**src/rtl/sar_ctrl_pkg.sv**
```systemverilog
`timescale 1ns/1ps
package sar_ctrl_pkg;

  // Conversion sequencer phases
  typedef enum logic [2:0] {
    ST_TRACK   = 3'd0,  // sampling, top plates shorted
    ST_UNSHORT = 3'd1,  // short released, sample switch still closed
    ST_HOLD    = 3'd2,  // sample switch open, settle one cycle
    ST_FIRE    = 3'd3,  // comparator start pulse
    ST_WAIT    = 3'd4   // awaiting comparator done strobe
  } seq_state_e;

endpackage

```
**src/rtl/sar_edge_sync.sv**
```systemverilog
`timescale 1ns/1ps
module sar_edge_sync #(
  parameter int SYNC_STAGES = 2
) (
  input  logic clk,
  input  logic rst_n,
  input  logic async_i,
  output logic rise_o
);

  localparam int TOP = SYNC_STAGES - 1;

  logic [TOP:0] sync_q;
  logic         prev_q;

  generate
    if (SYNC_STAGES == 1) begin : g_one
      always_ff @(posedge clk or negedge rst_n) begin
        if (!rst_n) sync_q <= '0;
        else        sync_q <= async_i;
      end
    end else begin : g_chain
      always_ff @(posedge clk or negedge rst_n) begin
        if (!rst_n) sync_q <= '0;
        else        sync_q <= {sync_q[TOP-1:0], async_i};
      end
    end
  endgenerate

  always_ff @(posedge clk or negedge rst_n) begin
    if (!rst_n) prev_q <= 1'b0;
    else        prev_q <= sync_q[TOP];
  end

  assign rise_o = sync_q[TOP] & ~prev_q;

endmodule

```
**src/rtl/sar_seq_fsm.sv**
```systemverilog
`timescale 1ns/1ps
module sar_seq_fsm
  import sar_ctrl_pkg::*;
#(
  parameter int NBITS = 10,
  localparam int IDX_W = (NBITS > 1) ? $clog2(NBITS) : 1
) (
  input  logic             clk,
  input  logic             rst_n,
  input  logic             go_i,
  input  logic             done_i,
  output logic             samp_o,
  output logic             short_o,
  output logic             start_o,
  output logic             clear_o,
  output logic             capture_o,
  output logic             last_o,
  output logic [IDX_W-1:0] idx_o,
  output logic             overrun_o
);

  localparam logic [IDX_W-1:0] IDX_MSB = IDX_W'(NBITS - 1);
  localparam logic [IDX_W-1:0] IDX_ONE = IDX_W'(1);

  seq_state_e       state_q, state_d;
  logic [IDX_W-1:0] idx_q, idx_d;
  logic             idx_en;
  logic             ovr_q, ovr_d;

  // Handshake qualifiers
  assign capture_o = (state_q == ST_WAIT) && done_i;
  assign last_o    = capture_o && (idx_q == '0);
  assign clear_o   = (state_q == ST_TRACK) && go_i;

  // Next state
  always_comb begin
    state_d = state_q;
    idx_d   = idx_q;
    idx_en  = 1'b0;
    case (state_q)
      ST_TRACK: begin
        if (go_i) state_d = ST_UNSHORT;
      end
      ST_UNSHORT: state_d = ST_HOLD;
      ST_HOLD: begin
        state_d = ST_FIRE;
        idx_d   = IDX_MSB;
        idx_en  = 1'b1;
      end
      ST_FIRE: state_d = ST_WAIT;
      ST_WAIT: begin
        if (done_i) begin
          if (idx_q == '0) begin
            state_d = ST_TRACK;
          end else begin
            state_d = ST_FIRE;
            idx_d   = idx_q - IDX_ONE;
            idx_en  = 1'b1;
          end
        end
      end
      default: state_d = ST_TRACK;
    endcase
  end

  // Overrun: an external edge outside the sampling phase
  always_comb begin
    ovr_d = ovr_q | (go_i && (state_q != ST_TRACK));
  end

  // Registers
  always_ff @(posedge clk or negedge rst_n) begin
    if (!rst_n) begin
      state_q <= ST_TRACK;
      ovr_q   <= 1'b0;
    end else begin
      state_q <= state_d;
      ovr_q   <= ovr_d;
    end
  end

  always_ff @(posedge clk or negedge rst_n) begin
    if (!rst_n)      idx_q <= '0;
    else if (idx_en) idx_q <= idx_d;
  end

  // Moore decodes
  assign samp_o    = (state_q == ST_TRACK) || (state_q == ST_UNSHORT);
  assign short_o   = (state_q == ST_TRACK);
  assign start_o   = (state_q == ST_FIRE);
  assign idx_o     = idx_q;
  assign overrun_o = ovr_q;

endmodule

```
**src/rtl/sar_trial_reg.sv**
```systemverilog
`timescale 1ns/1ps
module sar_trial_reg #(
  parameter int NBITS = 10,
  localparam int IDX_W = (NBITS > 1) ? $clog2(NBITS) : 1
) (
  input  logic             clk,
  input  logic             rst_n,
  input  logic             clear_i,
  input  logic             capture_i,
  input  logic             last_i,
  input  logic [IDX_W-1:0] idx_i,
  input  logic             bit_i,
  output logic [NBITS-1:0] dac_hi_o,
  output logic [NBITS-1:0] dac_lo_o,
  output logic [NBITS-1:0] result_o,
  output logic             vld_o
);

  logic [NBITS-1:0] hi_q, lo_q;
  logic [NBITS-1:0] res_q, res_d;
  logic             vld_q;

  generate
    for (genvar gi = 0; gi < NBITS; gi++) begin : g_bit
      logic sel;
      logic pair_en;
      logic hi_d, lo_d;

      assign sel = (idx_i == IDX_W'(gi));

      always_comb begin
        pair_en = 1'b0;
        hi_d    = hi_q[gi];
        lo_d    = lo_q[gi];
        if (clear_i || last_i) begin
          pair_en = 1'b1;
          hi_d    = 1'b0;
          lo_d    = 1'b0;
        end else if (capture_i && sel) begin
          pair_en = 1'b1;
          hi_d    = bit_i;
          lo_d    = ~bit_i;
        end
      end

      always_ff @(posedge clk or negedge rst_n) begin
        if (!rst_n) begin
          hi_q[gi] <= 1'b0;
          lo_q[gi] <= 1'b0;
        end else if (pair_en) begin
          hi_q[gi] <= hi_d;
          lo_q[gi] <= lo_d;
        end
      end

      // Result assembly: the bit under trial comes straight from the comparator
      assign res_d[gi] = sel ? bit_i : hi_q[gi];
    end
  endgenerate

  always_ff @(posedge clk or negedge rst_n) begin
    if (!rst_n)      res_q <= '0;
    else if (last_i) res_q <= res_d;
  end

  always_ff @(posedge clk or negedge rst_n) begin
    if (!rst_n) vld_q <= 1'b0;
    else        vld_q <= last_i;
  end

  assign dac_hi_o = hi_q;
  assign dac_lo_o = lo_q;
  assign result_o = res_q;
  assign vld_o    = vld_q;

endmodule

```
**src/rtl/sar_conv_seq.sv**
```systemverilog
`timescale 1ns/1ps
module sar_conv_seq #(
  parameter int NBITS       = 10,
  parameter int SYNC_STAGES = 2
) (
  input  logic             clk,
  input  logic             rst_n,
  input  logic             conv_clk_i,
  input  logic             cmp_bit_i,
  input  logic             cmp_done_i,
  output logic             samp_o,
  output logic             short_o,
  output logic             cmp_start_o,
  output logic [NBITS-1:0] dac_hi_o,
  output logic [NBITS-1:0] dac_lo_o,
  output logic [NBITS-1:0] result_o,
  output logic             result_vld_o,
  output logic             overrun_o
);

  localparam int IDX_W = (NBITS > 1) ? $clog2(NBITS) : 1;

  logic             go;
  logic             clear;
  logic             capture;
  logic             last;
  logic [IDX_W-1:0] idx;

  sar_edge_sync #(.SYNC_STAGES(SYNC_STAGES)) u_sync (
    .clk     (clk),
    .rst_n   (rst_n),
    .async_i (conv_clk_i),
    .rise_o  (go)
  );

  sar_seq_fsm #(.NBITS(NBITS)) u_fsm (
    .clk       (clk),
    .rst_n     (rst_n),
    .go_i      (go),
    .done_i    (cmp_done_i),
    .samp_o    (samp_o),
    .short_o   (short_o),
    .start_o   (cmp_start_o),
    .clear_o   (clear),
    .capture_o (capture),
    .last_o    (last),
    .idx_o     (idx),
    .overrun_o (overrun_o)
  );

  sar_trial_reg #(.NBITS(NBITS)) u_trial (
    .clk       (clk),
    .rst_n     (rst_n),
    .clear_i   (clear),
    .capture_i (capture),
    .last_i    (last),
    .idx_i     (idx),
    .bit_i     (cmp_bit_i),
    .dac_hi_o  (dac_hi_o),
    .dac_lo_o  (dac_lo_o),
    .result_o  (result_o),
    .vld_o     (result_vld_o)
  );

endmodule

```
**config.mk**
```make
export PLATFORM = sky130hd
export DESIGN_NAME = sar_conv_seq
export DESIGN_NICKNAME = d
export VERILOG_FILES = /design/src/rtl/sar_ctrl_pkg.sv /design/src/rtl/sar_edge_sync.sv /design/src/rtl/sar_seq_fsm.sv /design/src/rtl/sar_trial_reg.sv /design/src/rtl/sar_conv_seq.sv
export SDC_FILE = /design/constraint.sdc
export NUM_CORES = 1
export LEC_CHECK = 0
export ABC_AREA = 1
export BUFFER_PORTS_ARGS = -buffer_cell sky130_fd_sc_hd__buf_4
export CORE_MARGIN = 5
export CORE_UTILIZATION = 45
export DETAILED_ROUTE_END_ITERATION = 6
export GPL_TIMING_DRIVEN = 1
export PLACE_DENSITY = 0.67
export REMOVE_ABC_BUFFERS = 1
export SYNTH_ARGS = -nofsm -noshare
export SYNTH_HDL_FRONTEND = slang
export SYNTH_SLANG_ARGS = --single-unit
```
**constraint.sdc**
```tcl
create_clock -name clk -period 2.1 [get_ports clk]
set_clock_uncertainty 0.2 [all_clocks]
set_input_delay 0.42 -clock clk [delete_from_list [all_inputs] [get_ports clk]]
set_output_delay 0.42 -clock clk [all_outputs]
set_load 0.05 [all_outputs]
```
==> results by group, run 1 <==
Critical path
  – Kind of critical path: reg2out
  – Critical path required time: 1480 ps
  – Cell family with most CP delay: flip-flops
  – Critical Path Slowest Stage Cell: dfrtp_1
  – CP arrival: 1240 ps
  – CP max FO: 4
  – Worst stage delay on the critical path: 430 ps
  – Worst path cell trace: nor2_4 > nand2_2 > inv_2 > buf_4
  – Startpoint Class: flip-flop
  – Bufs and invs on worst path: 2
  – Critical Path End Type: primary output

Synth
  – Most used DFF post-synth: dfrtp_1
  – Cells after synthesis: 246
  – Distinct cell type count after synthesis: 24
  – Post-synth EDFFs: 0
  – Mapped cell area: 2039 µm²
  – Cell accounting for the most synthesized area: dfrtp_1
  – Yosys top cell area share: 51.53%
  – Register area share after synthesis: 51.53%
  – Synth area leaders: dfrtp_1 (52%), nand2_1 (13%), nand3_1 (7.6%)
  – Synth cell count leaders: nand2_1 (71), dfrtp_1 (42), nand3_1 (31), inv_1 (23), nand4_1 (17)
  – Number of synthesized register bits: 42
  – Syn Area/Cell: 8.290 µm²
  – Cell with the most instances after synthesis: nand2_1
  – Yosys Warn Count: 0
  – Asr flop ratio synth: 100.0%

Worst hold path
  – Worst hold path class: in2reg

Global route
  – Vias in the first global route: 1,709
  – First-pass GRT wire length: 8.059 mm
  – Initial antenna violation count: 0
  – GR Overflow Total: 0
  – All-Layer GR Usage: 16.80%
  – Largest net degree at the start of global routing: 43

Floorplanning
  – Initial Utilization: 46.52%
  – Die width: 77.32 µm
  – Die ar.: 5978 µm²
  – Vert. Die Dim: 77.32 µm
  – Row cnt: 24
  – IO Pins: 40
  – Core area: 4384 µm²

Finish
  – Layout cells sized above 1: 21.33%
  – # diodes: 0
  – P&R area growth vs syn: 19.75%
  – # fillers: 437
  – Nets: 296

STA
  – Final setup viols: 0
  – Slew headroom: 64.90%
  – Fin. max-slew vios: 0
  – Fmax achieved: 536.3 MHz
  – Minimum clock period: 1865 ps
  – Final hold slack: 33.95 ps
  – Final period util: 88.80%
  – Slew at the pin closest to its max-slew limit: 526.4 ps
  – Final hold violations: 0
  – RSZ-0062 raised after global routing: no

Placement
  – Port buffer count: 39
  – RePlAce Congestion: 0.7970
  – Dpl hpwl: 3.282 mm

Power and ir drop
  – Worst vdd ir: 0.0006001 V
  – Overall Power: 2592 µW
  – Leak: 0.001308 µW
  – PD cells: 1061 nW/µm²

Clocking
  – Clk slew on worst S/H paths: 70 ps
  – # resized after CTS: 0
  – Post-CTS Setup Inserts: 0
  – Clock Tree Root: clkbuf_8
  – Total CTS buffers: 5
  – CTS Sinks: 42
  – CTS H-tree depth: 2
  – CTS Hold Buffers Added: 1
  – TritonCTS clock tree: yes
  – Skew-Pair Late Insertion Delay: 300 ps
  – Worst-case clock buffer depth: 2

Route
  – Routed len/inst: 13.66 µm
  – Drt pass-1 iters: 4
  – # DRC: 0
  – Antenna viol nets, final: 0
  – 1st-iter DRT viols: 78
  – Via density: 5.086
  – Post-Route WL: 4.618 mm
  – Via count: 1,719

Run status
  – Status: completed

Flow run
  – Max-cap viol count: 0
-- registers in the layout, indices dropped and copies added, names as in the netlist --
signal            cells
u_trial.dac_hi_o     10
u_trial.dac_lo_o     10
u_trial.result_o     10
u_fsm.idx_o           4
u_fsm.state_q         3
u_sync.sync_q         2
u_fsm.overrun_o       1
u_sync.prev_q         1
u_trial.vld_o         1
-- cell type report --
type | count | area [µm²] | share of cell area (%)
tap | 52 | 65.06 | 2.664
sequential | 42 | 1051 | 43.03
timing repair buffer | 42 | 317.8 | 13.01
inverter | 28 | 105.1 | 4.303
multi-input combinational | 168 | 820.8 | 33.61
clock buffer | 6 | 82.58 | 3.381
-- stage by stage --
| stage | worst slack (ps) | cells | util [%] | setup TNS (ps) | instance area [µm²] |
|---|---|---|---|---|---|
| floorplan | -83.45 | 238 | - | -83.45 | 1977 |
| global placement | 359.1 | 331 | 53.60 | 0 | 2350 |
| detailed placement | 270.1 | 331 | 53.60 | 0 | 2350 |
| CTS | 218.1 | 338 | 55.71 | 0 | 2442 |
| global route | 67.16 | 338 | 55.71 | 0 | 2442 |
| finish | 235.2 | 338 | 55.71 | 0 | 2442 |
-- worst paths after layout --
kind / cells past startpoint / slack, ps / from / endpoint
hold reg to reg: 0 / 150 / u_sync.sync_q[0]$_DFF_PN0_ / u_sync.sync_q[1]$_DFF_PN0_
max in group asynchronous: 2 / 870 / rst_n / u_trial.dac_hi_o[8]$_DFFE_PN0P_
setup reg to reg: 7 / 260 / u_fsm.idx_o[0]$_DFFE_PN0P_ / u_trial.dac_lo_o[0]$_DFFE_PN0P_
setup / recovery: 4 / 240 / u_fsm.state_q[1]$_DFFE_PN0P_ / short_o
min in group asynchronous: 2 / 460 / rst_n / u_trial.vld_o$_DFF_PN0_
hold / removal: 1 / 30 / conv_clk_i / u_sync.sync_q[0]$_DFF_PN0_
-- report_power, final --
part | internal (µW) | switching, µW
logic | 299 | 755
registers | 920 | 110
clock network | 253 | 255
-- layer usage --
| metal | up-vias | routed length [µm] | global-route usage (%) |
|---|---|---|---|
| li1 | 881 | - | - |
| met1 | 784 | 2102 | 21.26 |
| met2 | 45 | 2159 | 27.53 |
| met3 | 9 | 273 | 4.801 |
| met4 | 0 | 83 | 5.670 |
| met5 | - | 0 | 0 |
-- cell usage in the layout, fill, tap and decap left out --
cell and n:
nor2_4 2, o22ai_1 1, nand2_2 3, nand2_1 71
nor3_1 1, a21oi_1 2, nand4_1 17, inv_2 4
nand2_4 1, nor2_1 16, dlygate4sd3_1 1, clkinv_1 1
nor2_2 2, dfrtp_1 42, o21bai_1 2, o21ai_0 13
clkbuf_8 6, nand3_1 31, or2_2 1, inv_1 23
nand3_2 1, buf_4 41, ha_1 4
-- cell families after synthesis --
family / share of synthesized area, %
buf+inv: 8.220
flops: 51.53
fa+ha+maj: 2.454
compound gates: 4.724
simple gates: 33.07
(Power assumes the default switching activity.)
==> inputs of run 2 (changes only) <==
- PLACE_DENSITY: 0.67 -> unset
- PLACE_DENSITY_LB_ADDON: unset -> 0.08
==> run 2 against run 1 <==
- clock power up 29%
- core utilization up 0.86 points
- largest cell class unchanged
- non-clock buffer count up 1
- fmax up 0.57%
- sequential share of layout area down 0.65 points
- first-iteration DRC count up 1.3%
- critical endpoint unchanged
==> results by group, run 2 (same netlist as run 1, synthesis figures left out) <==
Critical path
  – CP Launch Point: u_fsm.state_q[1]$_DFFE_PN0P_
  – Reg-to-reg endpoint: u_trial.dac_lo_o[8]$_DFFE_PN0P_
  – Worst r2r src: u_fsm.idx_o[0]$_DFFE_PN0P_
  – Worst R2R Path Depth: 7
  – CP max FO: 4
  – Critical Path End Type: primary output
  – Startpoint Class: flip-flop
  – Kind of critical path: reg2out
  – Worst Setup EP: short_o
  – Critical path required time: 1480 ps
  – R2r setup slk: 280 ps
  – CP arrival: 1230 ps

Placement
  – RePlAce Congestion: 0.8262
  – Dpl cell area: 2357 µm²
  – Dpl hpwl: 3.171 mm
  – Port buffer count: 39

Global route
  – All-Layer GR Usage: 16.04%
  – Initial antenna violation count: 0
  – Vias in the first global route: 1,681
  – First-pass GRT wire length: 7.879 mm
  – Largest net degree at the start of global routing: 43
  – GR Overflow Total: 0

Floorplanning
  – IO Pins: 40
  – Vert. Die Dim: 77.32 µm
  – Die ar.: 5978 µm²
  – Initial Utilization: 46.52%
  – Row cnt: 24
  – Die width: 77.32 µm
  – Core area: 4384 µm²

Finish
  – # diodes: 0
  – Final Util: 56.56%
  – Commonest non-fill, non-tap cell in the layout: nand2_1
  – Layout cells sized above 1: 21.88%
  – P&R area growth vs syn: 21.60%
  – Final Instance Area: 2480 µm²
  – Nets: 297
  – Most frequent cells in the layout: nand2_1 (71), buf_4 (42), dfrtp_1 (42)

Clocking
  – Clk slew on worst S/H paths: 80 ps
  – CTS H-tree depth: 2
  – TritonCTS clock tree: yes
  – Clock Tree Root: clkbuf_8
  – CTS Sinks: 42
  – Total CTS buffers: 5
  – Worst-case clock buffer depth: 2
  – Skew-Pair Late Insertion Delay: 290 ps
  – Post-CTS Setup Inserts: 0

Route
  – Via count: 1,736
  – Drt pass-1 iters: 4
  – Via density: 5.106
  – # DRC: 0
  – Antenna viol nets, final: 0
  – Post-Route WL: 4.629 mm
  – Routed len/inst: 13.61 µm
  – 1st-iter DRT viols: 79

Power and ir drop
  – Overall Power: 2743 µW
  – Leak: 0.001327 µW
  – Worst vdd ir: 0.001013 V
  – PD cells: 1106 nW/µm²

STA
  – Final hold violations: 0
  – Slew at the pin closest to its max-slew limit: 547.6 ps
  – Minimum clock period: 1854 ps
  – Fin. max-slew vios: 0
  – RSZ-0062 raised after global routing: no
  – Fmax achieved: 539.3 MHz
  – Final setup viols: 0
  – Slew headroom: 63.50%
  – Final period util: 88.30%
  – Setup TNS Final: 0 ps
  – Final hold slack: 33.52 ps

Flow run
  – Max-cap viol count: 0

Worst hold path
  – Hold path cells: 1
  – Worst hold path class: in2reg

Run status
  – Status: completed
==> run 2: cell types whose count changed in the layout (fill, tap and decap cells not counted), sizes merged <==
cell and change:
buf +1, bufinv +1
==> run 2: per-stage QoR <==
step                      setup slack (ps)  std cells
final                                245.8        340
after global placement               361.2        332
after global routing                 178.4        340
after detailed placement             311.1        332
after floorplan                     -83.45        238
after CTS                            231.8        340
==> run 2: timing repair <==
action,in CTS,in global routing
endpoints found under the hold margin,42,0
hold buffers,1,0
resized for setup,0,0
==> run 2: critical path, cell delays in order, from the launching register on <==
cell     delay [ps]
dfrtp_1         430
nor2_4          150
nand2_2          90
inv_2            80
buf_4           190
==> run 2: worst min-delay path by stage <==
stage	slack, ps	startpoint	end
finish	30	conv_clk_i	u_sync.sync_q[0]$_DFF_PN0_
global route	20	conv_clk_i	u_sync.sync_q[0]$_DFF_PN0_
detailed placement	140	u_sync.sync_q[0]$_DFF_PN0_	u_sync.sync_q[1]$_DFF_PN0_
floorplan	-80	rst_n	u_fsm.idx_o[0]$_DFFE_PN0P_
CTS	20	conv_clk_i	u_sync.sync_q[0]$_DFF_PN0_
global placement	150	u_sync.sync_q[0]$_DFF_PN0_	u_sync.sync_q[1]$_DFF_PN0_
==> run 2: layout make-up <==
| class | instances | area [µm²] |
|---|---|---|
| Clock buffer | 6 | 82.58 |
| Clock inverter | 1 | 30.03 |
| Fill cell | 436 | 1904 |
| Inverter | 28 | 105.1 |
| Multi-Input combinational cell | 168 | 820.8 |
| Sequential cell | 42 | 1051 |
| Tap cell | 52 | 65.06 |
| Timing Repair Buffer | 43 | 325.3 |
==> run 2: per-layer routing <==
layer	routed length, µm	up-vias	GRT usage [%]	part of all wire, %
li1	-	879	-	-
met1	2185	801	20.45	47
met2	2105	49	25.67	45
met3	275	7	5.269	5.9
met4	63	0	5.326	1.4
met5	0	-	0	0
==> run 2: power breakdown <==
group	total (µW)	switching, µW	internal (µW)
Sequential	1030	108	919
Combinational	1060	762	300
Clock	653	272	380
